--- src/rtl/rdbus_pkg.sv ---
package rdbus_pkg;

  typedef enum logic [1:0] {
    ST_IDLE   = 2'd0,
    ST_SETUP  = 2'd1,
    ST_STROBE = 2'd2,
    ST_RETURN = 2'd3
  } rd_state_e;

  // cycles the read strobe is held low: assertion cycle plus memory waits
  function automatic int unsigned strobe_len(input int unsigned waits);
    return waits + 1;
  endfunction

  // cycles busy stays high: setup + strobe + return
  function automatic int unsigned busy_len(input int unsigned waits);
    return strobe_len(waits) + 2;
  endfunction

endpackage

--- src/rtl/rdbus_fsm.sv ---
module rdbus_fsm
  import rdbus_pkg::*;
#(
  parameter int unsigned WAIT_CYC = 1
) (
  input  logic      clk,
  input  logic      rst,
  input  logic      req,
  output rd_state_e state,
  output logic      accept,
  output logic      capture
);
  localparam int unsigned CNT_W = $clog2(WAIT_CYC + 1) + 1;
  localparam logic [CNT_W-1:0] LAST_CNT = CNT_W'(WAIT_CYC);

  rd_state_e        state_q, state_d;
  logic [CNT_W-1:0] cnt_q, cnt_d;

  assign accept  = (state_q == ST_IDLE) && req;
  assign capture = (state_q == ST_STROBE) && (cnt_q == LAST_CNT);
  assign state   = state_q;

  always_comb begin
    state_d = state_q;
    cnt_d   = cnt_q;
    unique case (state_q)
      ST_IDLE:   if (accept) state_d = ST_SETUP;
      ST_SETUP: begin
        state_d = ST_STROBE;
        cnt_d   = '0;
      end
      ST_STROBE: begin
        if (capture) state_d = ST_RETURN;
        else         cnt_d   = cnt_q + 1'b1;
      end
      ST_RETURN: state_d = ST_IDLE;
      default:   state_d = ST_IDLE;
    endcase
  end

  always_ff @(posedge clk) begin
    if (rst) begin
      state_q <= ST_IDLE;
      cnt_q   <= '0;
    end else begin
      state_q <= state_d;
      cnt_q   <= cnt_d;
    end
  end

endmodule

--- src/rtl/rdbus_datapath.sv ---
module rdbus_datapath #(
  parameter int unsigned ADDR_W = 32,
  parameter int unsigned DATA_W = 32
) (
  input  logic              clk,
  input  logic              rst,
  input  logic              accept,
  input  logic              capture,
  input  logic [ADDR_W-1:0] req_addr,
  input  logic [DATA_W-1:0] bus_data,
  output logic [ADDR_W-1:0] addr_q,
  output logic [DATA_W-1:0] data_q
);

  always_ff @(posedge clk) begin
    if (rst) begin
      addr_q <= '0;
      data_q <= '0;
    end else begin
      if (accept)  addr_q <= req_addr;
      if (capture) data_q <= bus_data;
    end
  end

endmodule

--- src/rtl/rdbus_ctrl.sv ---
module rdbus_ctrl
  import rdbus_pkg::*;
#(
  parameter int unsigned ADDR_W   = 32,
  parameter int unsigned DATA_W   = 32,
  parameter int unsigned WAIT_CYC = 1
) (
  input  logic              clk,
  input  logic              rst,
  input  logic              req_i,
  input  logic [ADDR_W-1:0] req_addr_i,
  output logic              busy_o,
  output logic [DATA_W-1:0] rdata_o,
  output logic              rvalid_o,
  output logic [ADDR_W-1:0] bus_addr_o,
  output logic              bus_rd_n_o,
  input  logic [DATA_W-1:0] bus_data_i
);

  rd_state_e state_w;
  logic      accept_w;
  logic      capture_w;

  rdbus_fsm #(.WAIT_CYC(WAIT_CYC)) u_fsm (
    .clk     (clk),
    .rst     (rst),
    .req     (req_i),
    .state   (state_w),
    .accept  (accept_w),
    .capture (capture_w)
  );

  rdbus_datapath #(.ADDR_W(ADDR_W), .DATA_W(DATA_W)) u_dp (
    .clk      (clk),
    .rst      (rst),
    .accept   (accept_w),
    .capture  (capture_w),
    .req_addr (req_addr_i),
    .bus_data (bus_data_i),
    .addr_q   (bus_addr_o),
    .data_q   (rdata_o)
  );

  assign busy_o     = (state_w != ST_IDLE);
  assign rvalid_o   = (state_w == ST_RETURN);
  assign bus_rd_n_o = (state_w != ST_STROBE);

endmodule

--- config.mk ---
export PLATFORM = sky130hd
export DESIGN_NAME = rdbus_ctrl
export DESIGN_NICKNAME = d
export VERILOG_FILES = /design/src/rtl/rdbus_pkg.sv /design/src/rtl/rdbus_fsm.sv /design/src/rtl/rdbus_datapath.sv /design/src/rtl/rdbus_ctrl.sv
export SDC_FILE = /design/constraint.sdc
export NUM_CORES = 1
export LEC_CHECK = 0
export CORE_UTILIZATION = 43
export CTS_CLUSTER_SIZE = 24
export DETAILED_ROUTE_END_ITERATION = 16
export GPL_ROUTABILITY_DRIVEN = 1
export GPL_TIMING_DRIVEN = 0
export PLACE_DENSITY = 0.93
export SLEW_MARGIN = 25
export SYNTH_ARGS = -nofsm -noshare
export SYNTH_HDL_FRONTEND = slang
export SYNTH_HIERARCHICAL = 1
export SYNTH_SLANG_ARGS = --single-unit
--- constraint.sdc ---
create_clock -name clk -period 2.88 [get_ports clk]
set_input_delay 0.432 -clock clk [delete_from_list [all_inputs] [get_ports clk]]
set_output_delay 0.432 -clock clk [all_outputs]
set_load 0.01 [all_outputs]
==> impl_metrics.json, run 1 <==
{
  "fp.dieArea_sq_um": 6410,
  "clock_sink_count": 68,
  "via_count": 2192,
  "postCtsSetupRepairBufs": 0,
  "final.min_clock_period_ps": 1870,
  "final.period_utilization_pct": 64.8,
  "grt_setup_unrepaired": "no",
  "fraction_of_the_yosys_area_taken_by_sequential_cells_pct": 52.0,
  "cts_inserted_buffers": 9,
  "synth_seq_cells": 68,
  "r2r_setup_slack_ps": 1240,
  "drt-vias-per-instance": 4.73,
  "initial_core_util_pct": 44.5,
  "switching_power_mw": 0.709,
  "async_flop_share_pct": 0,
  "type_of_the_most_critical_hold_path": "reg2reg",
  "antenna_cells_inserted": 0,
  "power_leakage_nw": 1.59,
  "tritoncts": "yes",
  "setup.worst_path.class": "reg2out",
  "die_h_um": 80.0,
  "hold_start": "u_fsm/cnt_q[1]",
  "core.rowCount": 28,
  "cts_max_path_buffers": 2,
  "ios": 134,
  "core_region_area_sq_um": 5890,
  "grt_antenna_before_repair": 0,
  "most-common-layout-cells": "133 x sky130_fd_sc_hd__clkdlybuf4s50_1, 68 x sky130_fd_sc_hd__dfxtp_1, 66 x sky130_fd_sc_hd__nor2_1, 64 x sky130_fd_sc_hd__mux2i_1, 9 x sky130_fd_sc_hd__clkbuf_8",
  "count_of_nets_after_finishing": 455,
  "worst-endpoint-required_ps": 2450,
  "power.sequential.fraction_pct": 41.9,
  "drt-pass1-iter-count": 4,
  "cts_resized": 0,
  "die_width_um": 80.0,
  "post-route-drc-count": 0,
  "layout_commonest_cell": "sky130_fd_sc_hd__clkdlybuf4s50_1",
  "worst_ep_arrival_time_ps": 1430,
  "synth-edff-count": 0,
  "setup_viol": 0,
  "worstMarginPinSlew_ps": 221,
  "power.switching_fraction_pct": 27.1,
  "power.density_cell_area_nw_per_um2": 619,
  "worstReg2RegStart": "u_fsm/state[0]",
  "layout_setup_ws_ps": 1010,
  "final_hold_viol_count": 0,
  "reg2reg_depth": 7,
  "post_layout_nonfiller_instances": 463,
  "dpl.cell_count": 447,
  "synth_flop_cell": "sky130_fd_sc_hd__dfxtp_1",
  "clk_pin_slew_ps": 70,
  "timing.critical_path.from_type": "flip-flop",
  "yosys-top-cells-area": "sky130_fd_sc_hd__dfxtp_1 52%, sky130_fd_sc_hd__mux2i_1 24%, sky130_fd_sc_hd__nor2_1 9.5%",
  "h-tree-depth": 3,
  "global_route.usage.total_pct": 19.6,
  "irDropWorstVdd_mv": 0.358,
  "syn_avg_cell_area_sq_um": 11.0,
  "comb_power_share_pct": 30.2,
  "preCtsSetupSlack_ps": 1100,
  "post_drt_wl_per_cell_um": 13.0,
  "max_cap_violations": 0,
  "synthDominantAreaCellType": "sky130_fd_sc_hd__dfxtp_1",
  "hold_buffers": 0,
  "fmax_mhz": 536,
  "grt_max_degree": 12,
  "min_path_cells": 2,
  "max_slew_margin_pct": 85.2,
  "worst_hold_path.endpoint": "u_fsm/cnt_q[1]",
  "port_buffers": 133,
  "syn2layout_area_growth_pct": 61.4,
  "synth.lib_cells_used.distinct": 19,
  "synth_fp_nets": 311,
  "critical_path.max_fanout": 6,
  "route.final.wire_length_mm": 6.01,
  "share_of_layout_cells_above_drive_strength_1_pct": 7.99,
  "initialDrtViolationCount": 45,
  "syn_inst": 239,
  "intPower_mw": 1.91,
  "timing.final.max_slew_violations": 0,
  "grt_overflow_total": 0,
  "timing.clock.skew_ps": 6.73,
  "clock_power_share_pct": 27.9,
  "critical_path.endpoint_type": "output port",
  "drtAntennaViolNets": 0,
  "netlist_area_sq_um": 2620,
  "synth-warning-count": 6,
  "routability_driven_placement_congestion_ratio": 0.712,
  "finalSetupTns_ps": 0,
  "grt_first_pass_wirelength_mm": 9.60,
  "dp.final_hpwl_mm": 4.52,
  "worst_skew_pair.late_latency_ps": 320,
  "cts_root_buffer": "sky130_fd_sc_hd__clkbuf_8",
  "timing.rr.end": "u_dp/data_q[15]",
  "result_of_the_run": "complete, no violations",
  "yosys.area.top_type_share_pct": 52.0,
  "grt_pass1_vias": 2163
}
==> worst max-delay path by stage <==
stage	from	slack (ps)	end
finish	u_fsm/state[0]	1010	rvalid_o
global route	u_fsm/state[0]	910	rvalid_o
CTS	u_fsm/state[0]	1000	rvalid_o
detailed placement	rst	1100	u_dp/data_q[29]
global placement	rst	1130	u_dp/data_q[25]
floorplan	u_fsm/state[0]	1460	u_dp/data_q[10]
==> power groups by stage <==
stage	logic, mW	clock network [mW]	registers (mW)
floorplan	0.412	0	1.15
global placement	0.772	0	1.11
detailed placement	0.793	0	1.12
CTS	0.798	0.757	1.10
global route	0.858	0.812	1.11
finish	0.790	0.731	1.10
==> layer usage <==
layer	share of wire [%]	global-route usage [%]
met5	0	0
met4	1.1	8.93
met3	8.1	6.86
met2	51	34.5
met1	40	20.9
==> critical path, stage by stage, from the launching register on <==
cell and delay [ps]:
sky130_fd_sc_hd__dfxtp_1 410, sky130_fd_sc_hd__and2_2 170, sky130_fd_sc_hd__clkdlybuf4s50_1 530
==> cells in the mapped netlist, drive strengths merged (2+ instances only) <==
cell type / count
dfxtp: 68
nor2: 66
mux2i: 64
buf: 14
ha: 5
and2: 4
a21oi: 3
inv: 3
nand2b: 3
or2: 3
o21ai: 2
==> stage by stage <==
step | instance area, sq um | total power [mW] | utilization, % | hold slack [ps]
finish | 4230 | 2.62 | 71.8 | 483
global route | 4230 | 2.78 | 71.8 | 512
CTS | 4230 | 2.65 | 71.8 | 487
detailed placement | 4040 | 1.91 | 68.7 | 477
global placement | 4040 | 1.88 | 68.7 | 467
floorplan | 2620 | 1.56 | - | 444
==> logic make-up (layout without fill, tap and decap cells) <==
| kind of cell | after synthesis | in the layout | share of synthesized area [%] |
|---|---|---|---|
| AO/OA/AOI/OAI | 7 | 7 | 1.72 |
| buffers and inverters | 18 | 167 | 7.21 |
| AND/OR/NAND/NOR | 77 | 77 | 12.2 |
| multiplexers | 64 | 64 | 24.5 |
| flip-flops | 68 | 68 | 52.0 |
| adder cells (fa/ha/maj) | 5 | 5 | 2.39 |
==> sequential cells by signal, summed over array words and instances, names as in the netlist <==
name	count
u_fsm/state	2
u_fsm/cnt_q	2
u_dp/addr_q	32
u_dp/data_q	32
==> layout make-up <==
class                   instances  area [sq um]
fillers                       447          1660
flip-flops and latches         68          1360
repair buffers                133          1330
multi-input cells             153          1070
plain buffers                  15           178
clock buffers                  11           131
well taps                      75          93.8
clock inverters                 5          52.6
inverters                       3          11.3
No activity file was read; power rests on OpenSTA's default activity.
==> run 2, diff against run 1 <==
--- a/config.mk
+++ b/config.mk
@@ -5,12 +5,12 @@
 export SDC_FILE = /design/constraint.sdc
 export NUM_CORES = 1
 export LEC_CHECK = 0
-export CORE_UTILIZATION = 43
+export CORE_UTILIZATION = 36
 export CTS_CLUSTER_SIZE = 24
 export DETAILED_ROUTE_END_ITERATION = 16
 export GPL_ROUTABILITY_DRIVEN = 1
 export GPL_TIMING_DRIVEN = 0
-export PLACE_DENSITY = 0.93
+export PLACE_DENSITY = 0.84
 export SLEW_MARGIN = 25
 export SYNTH_ARGS = -nofsm -noshare
 export SYNTH_HDL_FRONTEND = slang
==> constraint.sdc (replaced) <==
create_clock -name clk -period 1.55 [get_ports clk]
set_input_delay 0.2325 -clock clk [delete_from_list [all_inputs] [get_ports clk]]
set_output_delay 0.2325 -clock clk [all_outputs]
set_load 0.01 [all_outputs]
==> impl_metrics.json, run 2 (synthesized netlist as in run 1, its figures left out) <==
{
  "result_of_the_run": "complete, no violations",
  "cts_inserted_buffers": 9,
  "initialDrtViolationCount": 26,
  "fin_total_pwr_mw": 4.75,
  "post_drt_wl_per_cell_um": 11.9,
  "r2r_setup_slack_ps": 100,
  "port_buffers": 133,
  "share_of_layout_cells_above_drive_strength_1_pct": 10.3,
  "drt-vias-per-instance": 4.46,
  "core_region_area_sq_um": 6910,
  "syn2layout_area_growth_pct": 62.8,
  "grt_setup_unrepaired": "no",
  "fp.dieArea_sq_um": 7620,
  "grt_overflow_total": 0,
  "initial_core_util_pct": 37.9,
  "h-tree-depth": 3,
  "via_count": 2158,
  "preCtsSetupSlack_ps": -34.4,
  "setup_viol": 0,
  "grt_max_degree": 12,
  "ios": 134,
  "die_h_um": 87.3,
  "timing.final.max_slew_violations": 0,
  "nFillCells": 582,
  "worstMarginPinSlew_ps": 222,
  "critical_path.endpoint_type": "output port",
  "largest_delay_share_family_worst_path": "buffers and inverters",
  "worst_skew_pair.late_latency_ps": 320,
  "critical_path.max_fanout": 2,
  "cts_max_path_buffers": 2,
  "post_layout_nonfiller_instances": 484,
  "worst-endpoint-required_ps": 1320,
  "grt_pass1_vias": 2098,
  "grt_antenna_before_repair": 0,
  "post-route-drc-count": 0,
  "most-common-layout-cells": "130 x sky130_fd_sc_hd__clkdlybuf4s50_1, 66 x sky130_fd_sc_hd__nor2_1, 66 x sky130_fd_sc_hd__dfxtp_1, 62 x sky130_fd_sc_hd__mux2i_1, 10 x sky130_fd_sc_hd__clkbuf_8",
  "layout_setup_ws_ps": 78.1,
  "timing.critical_path.from_type": "flip-flop",
  "routability_driven_placement_congestion_ratio": 0.731,
  "clk_pin_slew_ps": 70,
  "setup.worst_path.class": "reg2out",
  "clock_sink_count": 68,
  "fin_hold_ws_ps": 491,
  "worst_ep_arrival_time_ps": 1240,
  "layout_commonest_cell": "sky130_fd_sc_hd__clkdlybuf4s50_1",
  "fmax_mhz": 679,
  "irDropWorstVdd_mv": 0.472,
  "cts_root_buffer": "sky130_fd_sc_hd__clkbuf_8",
  "antenna_cells_inserted": 0,
  "max_slew_margin_pct": 85.2,
  "core.rowCount": 30,
  "final.period_utilization_pct": 95.0,
  "drt-pass1-iter-count": 4,
  "worstPathCellList": "clkdlybuf4s50_1",
  "grt_first_pass_wirelength_mm": 9.20,
  "max_cap_violations": 0,
  "slowest_cp_cell": "sky130_fd_sc_hd__clkdlybuf4s50_1",
  "power_leakage_nw": 1.59,
  "final.min_clock_period_ps": 1470,
  "biggestRegsByFlops": "u_dp/addr_q (32), u_dp/data_q (32)",
  "power.density_cell_area_nw_per_um2": 1110,
  "dp.final_hpwl_mm": 4.33,
  "postCtsSetupRepairBufs": 0,
  "dpl.cell_count": 468,
  "count_of_nets_after_finishing": 455,
  "critPathBufInv": 1,
  "type_of_the_most_critical_hold_path": "reg2reg",
  "timing.clock.skew_ps": 5.68,
  "global_route.usage.total_pct": 15.5,
  "tritoncts": "yes",
  "post-route-util_pct": 61.7,
  "route.final.wire_length_mm": 5.78,
  "critPathMaxStageDelay_ps": 560,
  "hold_buffers": 0,
  "final_hold_viol_count": 0,
  "die_width_um": 87.3,
  "drtAntennaViolNets": 0
}
run 2: changes by cell type in the layout (fill, tap and decap cells not counted), sizes merged:
cell / delta
bufinv: -1
clkdlybuf4s50: -3
clkinv: +1
dlygate4sd2: +3
run 2: metrics by stage:
step	TNS, ps	area [sq um]
after floorplan	0	2620
after global placement	-93.3	4070
after detailed placement	-1520	4070
after CTS	0	4240
after global routing	0	4260
final	0	4260
run 2: routing by layer:
layer / vias to the layer above / global-route usage, % / part of all wire, %
li1: 1070 / - / -
met2: 94 / 24.9 / 46
met5: - / 0 / 0
met1: 985 / 17.7 / 42
met3: 9 / 6.82 / 10
met4: 0 / 7.45 / 1.2
run 2: timing repair:
item / CTS / global route
setup endpoints to repair: 33 / 56
gates resized for setup: 6 / 7
hold endpoints to repair: 0 / 0
run 2: path summary, 6_finish.rpt:
| path | cells past startpoint | end | from |
|---|---|---|---|
| min reg2reg | 2 | u_dp/addr_q[8] | u_dp/addr_q[8] |
| min | 2 | u_dp/addr_q[8] | u_dp/addr_q[8] |
| max | 1 | bus_addr_o[18] | u_dp/addr_q[18] |
| max reg2reg | 7 | u_dp/addr_q[25] | u_fsm/state[0] |
run 2: cell type report:
class                           instances  area [sq um]  area share (%)
Sequential cell                        68          1370            32.1
Tap cell                               96           120            2.82
Clock buffer                           11           141            3.32
Buffer                                 15           178            4.17
Inverter                                3          11.3           0.264
Timing Repair Buffer                  133          1330            31.1
Multi-Input combinational cell        153          1090            25.6
Clock inverter                          5          27.5           0.646
run 2: where the power goes:
part           total (mW)  switching, mW  leakage, nW  internal [mW]
registers            2.04          0.107        0.554           1.94
clock network        1.24          0.623       0.0889          0.613
logic                1.47          0.588        0.951          0.877
run 2: worst reg2reg max path, stage by stage, from the launching register on:
cell	delay, ps
sky130_fd_sc_hd__dfxtp_2	370
sky130_fd_sc_hd__inv_2	70
sky130_fd_sc_hd__ha_1	210
sky130_fd_sc_hd__and2_1	160
sky130_fd_sc_hd__buf_6	140
sky130_fd_sc_hd__buf_12	150
sky130_fd_sc_hd__mux2i_1	180
sky130_fd_sc_hd__nor2_1	50
==> run 3, diff against run 2 <==
--- a/config.mk
+++ b/config.mk
@@ -5,12 +5,15 @@
 export SDC_FILE = /design/constraint.sdc
 export NUM_CORES = 1
 export LEC_CHECK = 0
-export CORE_UTILIZATION = 36
+export CELL_PAD_IN_SITES_DETAIL_PLACEMENT = 1
+export CELL_PAD_IN_SITES_GLOBAL_PLACEMENT = 2
+export CORE_ASPECT_RATIO = 0.7
+export CORE_UTILIZATION = 21
 export CTS_CLUSTER_SIZE = 24
 export DETAILED_ROUTE_END_ITERATION = 16
 export GPL_ROUTABILITY_DRIVEN = 1
 export GPL_TIMING_DRIVEN = 0
-export PLACE_DENSITY = 0.84
+export PLACE_DENSITY = 0.83
 export SLEW_MARGIN = 25
 export SYNTH_ARGS = -nofsm -noshare
 export SYNTH_HDL_FRONTEND = slang
==> impl_metrics.json, run 3 (synthesized netlist as in run 1, its figures left out) <==
{
  "post_drt_wl_per_cell_um": 13.0,
  "timing.clock.skew_ps": 4.13,
  "final_hold_viol_count": 0,
  "initial_core_util_pct": 21.9,
  "timing.rr.end": "u_dp/addr_q[18]",
  "fp.dieArea_sq_um": 12900,
  "result_of_the_run": "complete, no violations",
  "max_slew_margin_pct": 84.0,
  "final.min_clock_period_ps": 1460,
  "grt_setup_unrepaired": "no",
  "worst_ep_arrival_time_ps": 1230,
  "global_route.usage.total_pct": 11.8,
  "grt_pass1_vias": 2311,
  "grt_max_degree": 13,
  "preCtsSetupSlack_ps": -116,
  "type_of_the_most_critical_hold_path": "reg2reg",
  "fin_total_pwr_mw": 5.59,
  "power.density_cell_area_nw_per_um2": 1250,
  "intPower_mw": 4.10,
  "hold_buffers": 0,
  "port_buffers": 133,
  "reg2reg_depth": 7,
  "fmax_mhz": 684,
  "cts_max_path_buffers": 2,
  "core_region_area_sq_um": 11900,
  "grt_overflow_total": 0,
  "r2r_setup_slack_ps": 110,
  "worst-endpoint-required_ps": 1320,
  "syn2layout_area_growth_pct": 70.7,
  "post_layout_nonfiller_instances": 546,
  "core.rowCount": 33,
  "tritoncts": "yes",
  "comb_power_share_pct": 26.8,
  "timing.final.max_slew_violations": 0,
  "worst_hold_path.endpoint": "u_fsm/cnt_q[1]",
  "grt_first_pass_wirelength_mm": 11.4,
  "largest_delay_share_family_worst_path": "buffers and inverters",
  "cts_inserted_buffers": 9,
  "drt-pass1-iter-count": 4,
  "critPathBufInv": 1,
  "power.switching_fraction_pct": 26.6,
  "irDropWorstVdd_mv": 0.533,
  "critical_path.endpoint_type": "output port",
  "min_path_cells": 2,
  "final.period_utilization_pct": 94.4,
  "h-tree-depth": 3,
  "drt-vias-per-instance": 3.99,
  "cts_root_buffer": "sky130_fd_sc_hd__clkbuf_16",
  "ios": 134,
  "clk_pin_slew_ps": 60,
  "worstReg2RegStart": "u_fsm/state[0]",
  "grt_antenna_before_repair": 0,
  "critPathMaxStageDelay_ps": 570,
  "nFillCells": 1330,
  "power_leakage_nw": 1.65,
  "route.final.wire_length_mm": 7.12,
  "max_cap_violations": 0,
  "timing.critical_path.from_type": "flip-flop",
  "setup_viol": 0,
  "critical_path.max_fanout": 2,
  "slowest_cp_cell": "sky130_fd_sc_hd__clkdlybuf4s50_1",
  "dp.final_hpwl_mm": 5.28,
  "initialDrtViolationCount": 27,
  "worstMarginPinSlew_ps": 240,
  "layout_setup_ws_ps": 87.2,
  "clock_power_share_pct": 36.5,
  "worstPathCellList": "clkdlybuf4s50_1",
  "biggestRegsByFlops": "u_dp/addr_q (32), u_dp/data_q (32)",
  "dpl.cell_count": 529,
  "antenna_cells_inserted": 0,
  "clock_sink_count": 68,
  "share_of_layout_cells_above_drive_strength_1_pct": 10.3,
  "layout_commonest_cell": "sky130_fd_sc_hd__clkdlybuf4s50_1",
  "routability_driven_placement_congestion_ratio": 0.685,
  "most-common-layout-cells": "130 x sky130_fd_sc_hd__clkdlybuf4s50_1, 66 x sky130_fd_sc_hd__nor2_1, 66 x sky130_fd_sc_hd__dfxtp_1, 64 x sky130_fd_sc_hd__mux2i_1, 9 x sky130_fd_sc_hd__clkbuf_16",
  "die_h_um": 95.4,
  "drtAntennaViolNets": 0,
  "die_width_um": 135,
  "switching_power_mw": 1.49,
  "worst_skew_pair.late_latency_ps": 330,
  "post-route-drc-count": 0,
  "via_count": 2181,
  "hold_start": "u_fsm/cnt_q[1]",
  "critical_path.startpoint": "u_dp/data_q[8]",
  "setup.worst_path.class": "reg2out",
  "count_of_nets_after_finishing": 456,
  "power.sequential.fraction_pct": 36.7
}
run 3: power groups by stage:
stage	clock network [mW]	logic [mW]	registers, mW
floorplan	0	0.766	2.13
global placement	0	1.48	2.06
detailed placement	0	1.50	2.08
CTS	2.13	1.49	2.05
global route	2.21	1.64	2.07
finish	2.04	1.50	2.05
run 3: worst max-delay path by stage:
stage                           end  depth (start not counted)  slack, ps
finish                   rdata_o[8]                          1         90
global route        u_dp/addr_q[18]                          7          7
CTS                 u_dp/data_q[12]                          7        0.6
detailed placement  u_dp/addr_q[23]                          4       -120
global placement    u_dp/addr_q[21]                          4       -100
floorplan           u_dp/data_q[10]                          7        130
run 3: repair_timing:
action / CTS / global route
gates resized for setup: 6 / 4
endpoints found under the setup margin: 33 / 51
setup buffers: 0 / 1
run 3: area by class of cell:
class                      count  area, sq um  share of cell area [%]
sequential                    68         1360                    30.5
timing repair buffer         134         1340                    29.9
multi-input combinational    153         1080                    24.2
clock buffer                  10          239                    5.35
tap                          157          196                    4.39
buffer                        15          178                    3.97
clock inverter                 6         63.8                    1.43
inverter                       3         11.3                   0.252
run 3: through the flow:
stage / cell area, sq um / hold WS, ps / TNS (ps) / util (%)
2_1_floorplan: 2620 / 302 / 0 / -
3_3_place_gp: 4150 / 461 / -4230 / 34.7
3_5_place_dp: 4150 / 476 / -5230 / 34.7
4_1_cts: 4450 / 487 / 0 / 37.3
5_1_grt: 4470 / 512 / 0 / 37.5
6_report: 4470 / 485 / 0 / 37.5
run 3: layer usage:
| metal | GRT usage, % | wire length (um) |
|---|---|---|
| met5 | 0 | 0 |
| met4 | 4.49 | 92 |
| met3 | 6.11 | 766 |
| met2 | 18.8 | 3070 |
| met1 | 13.5 | 3200 |
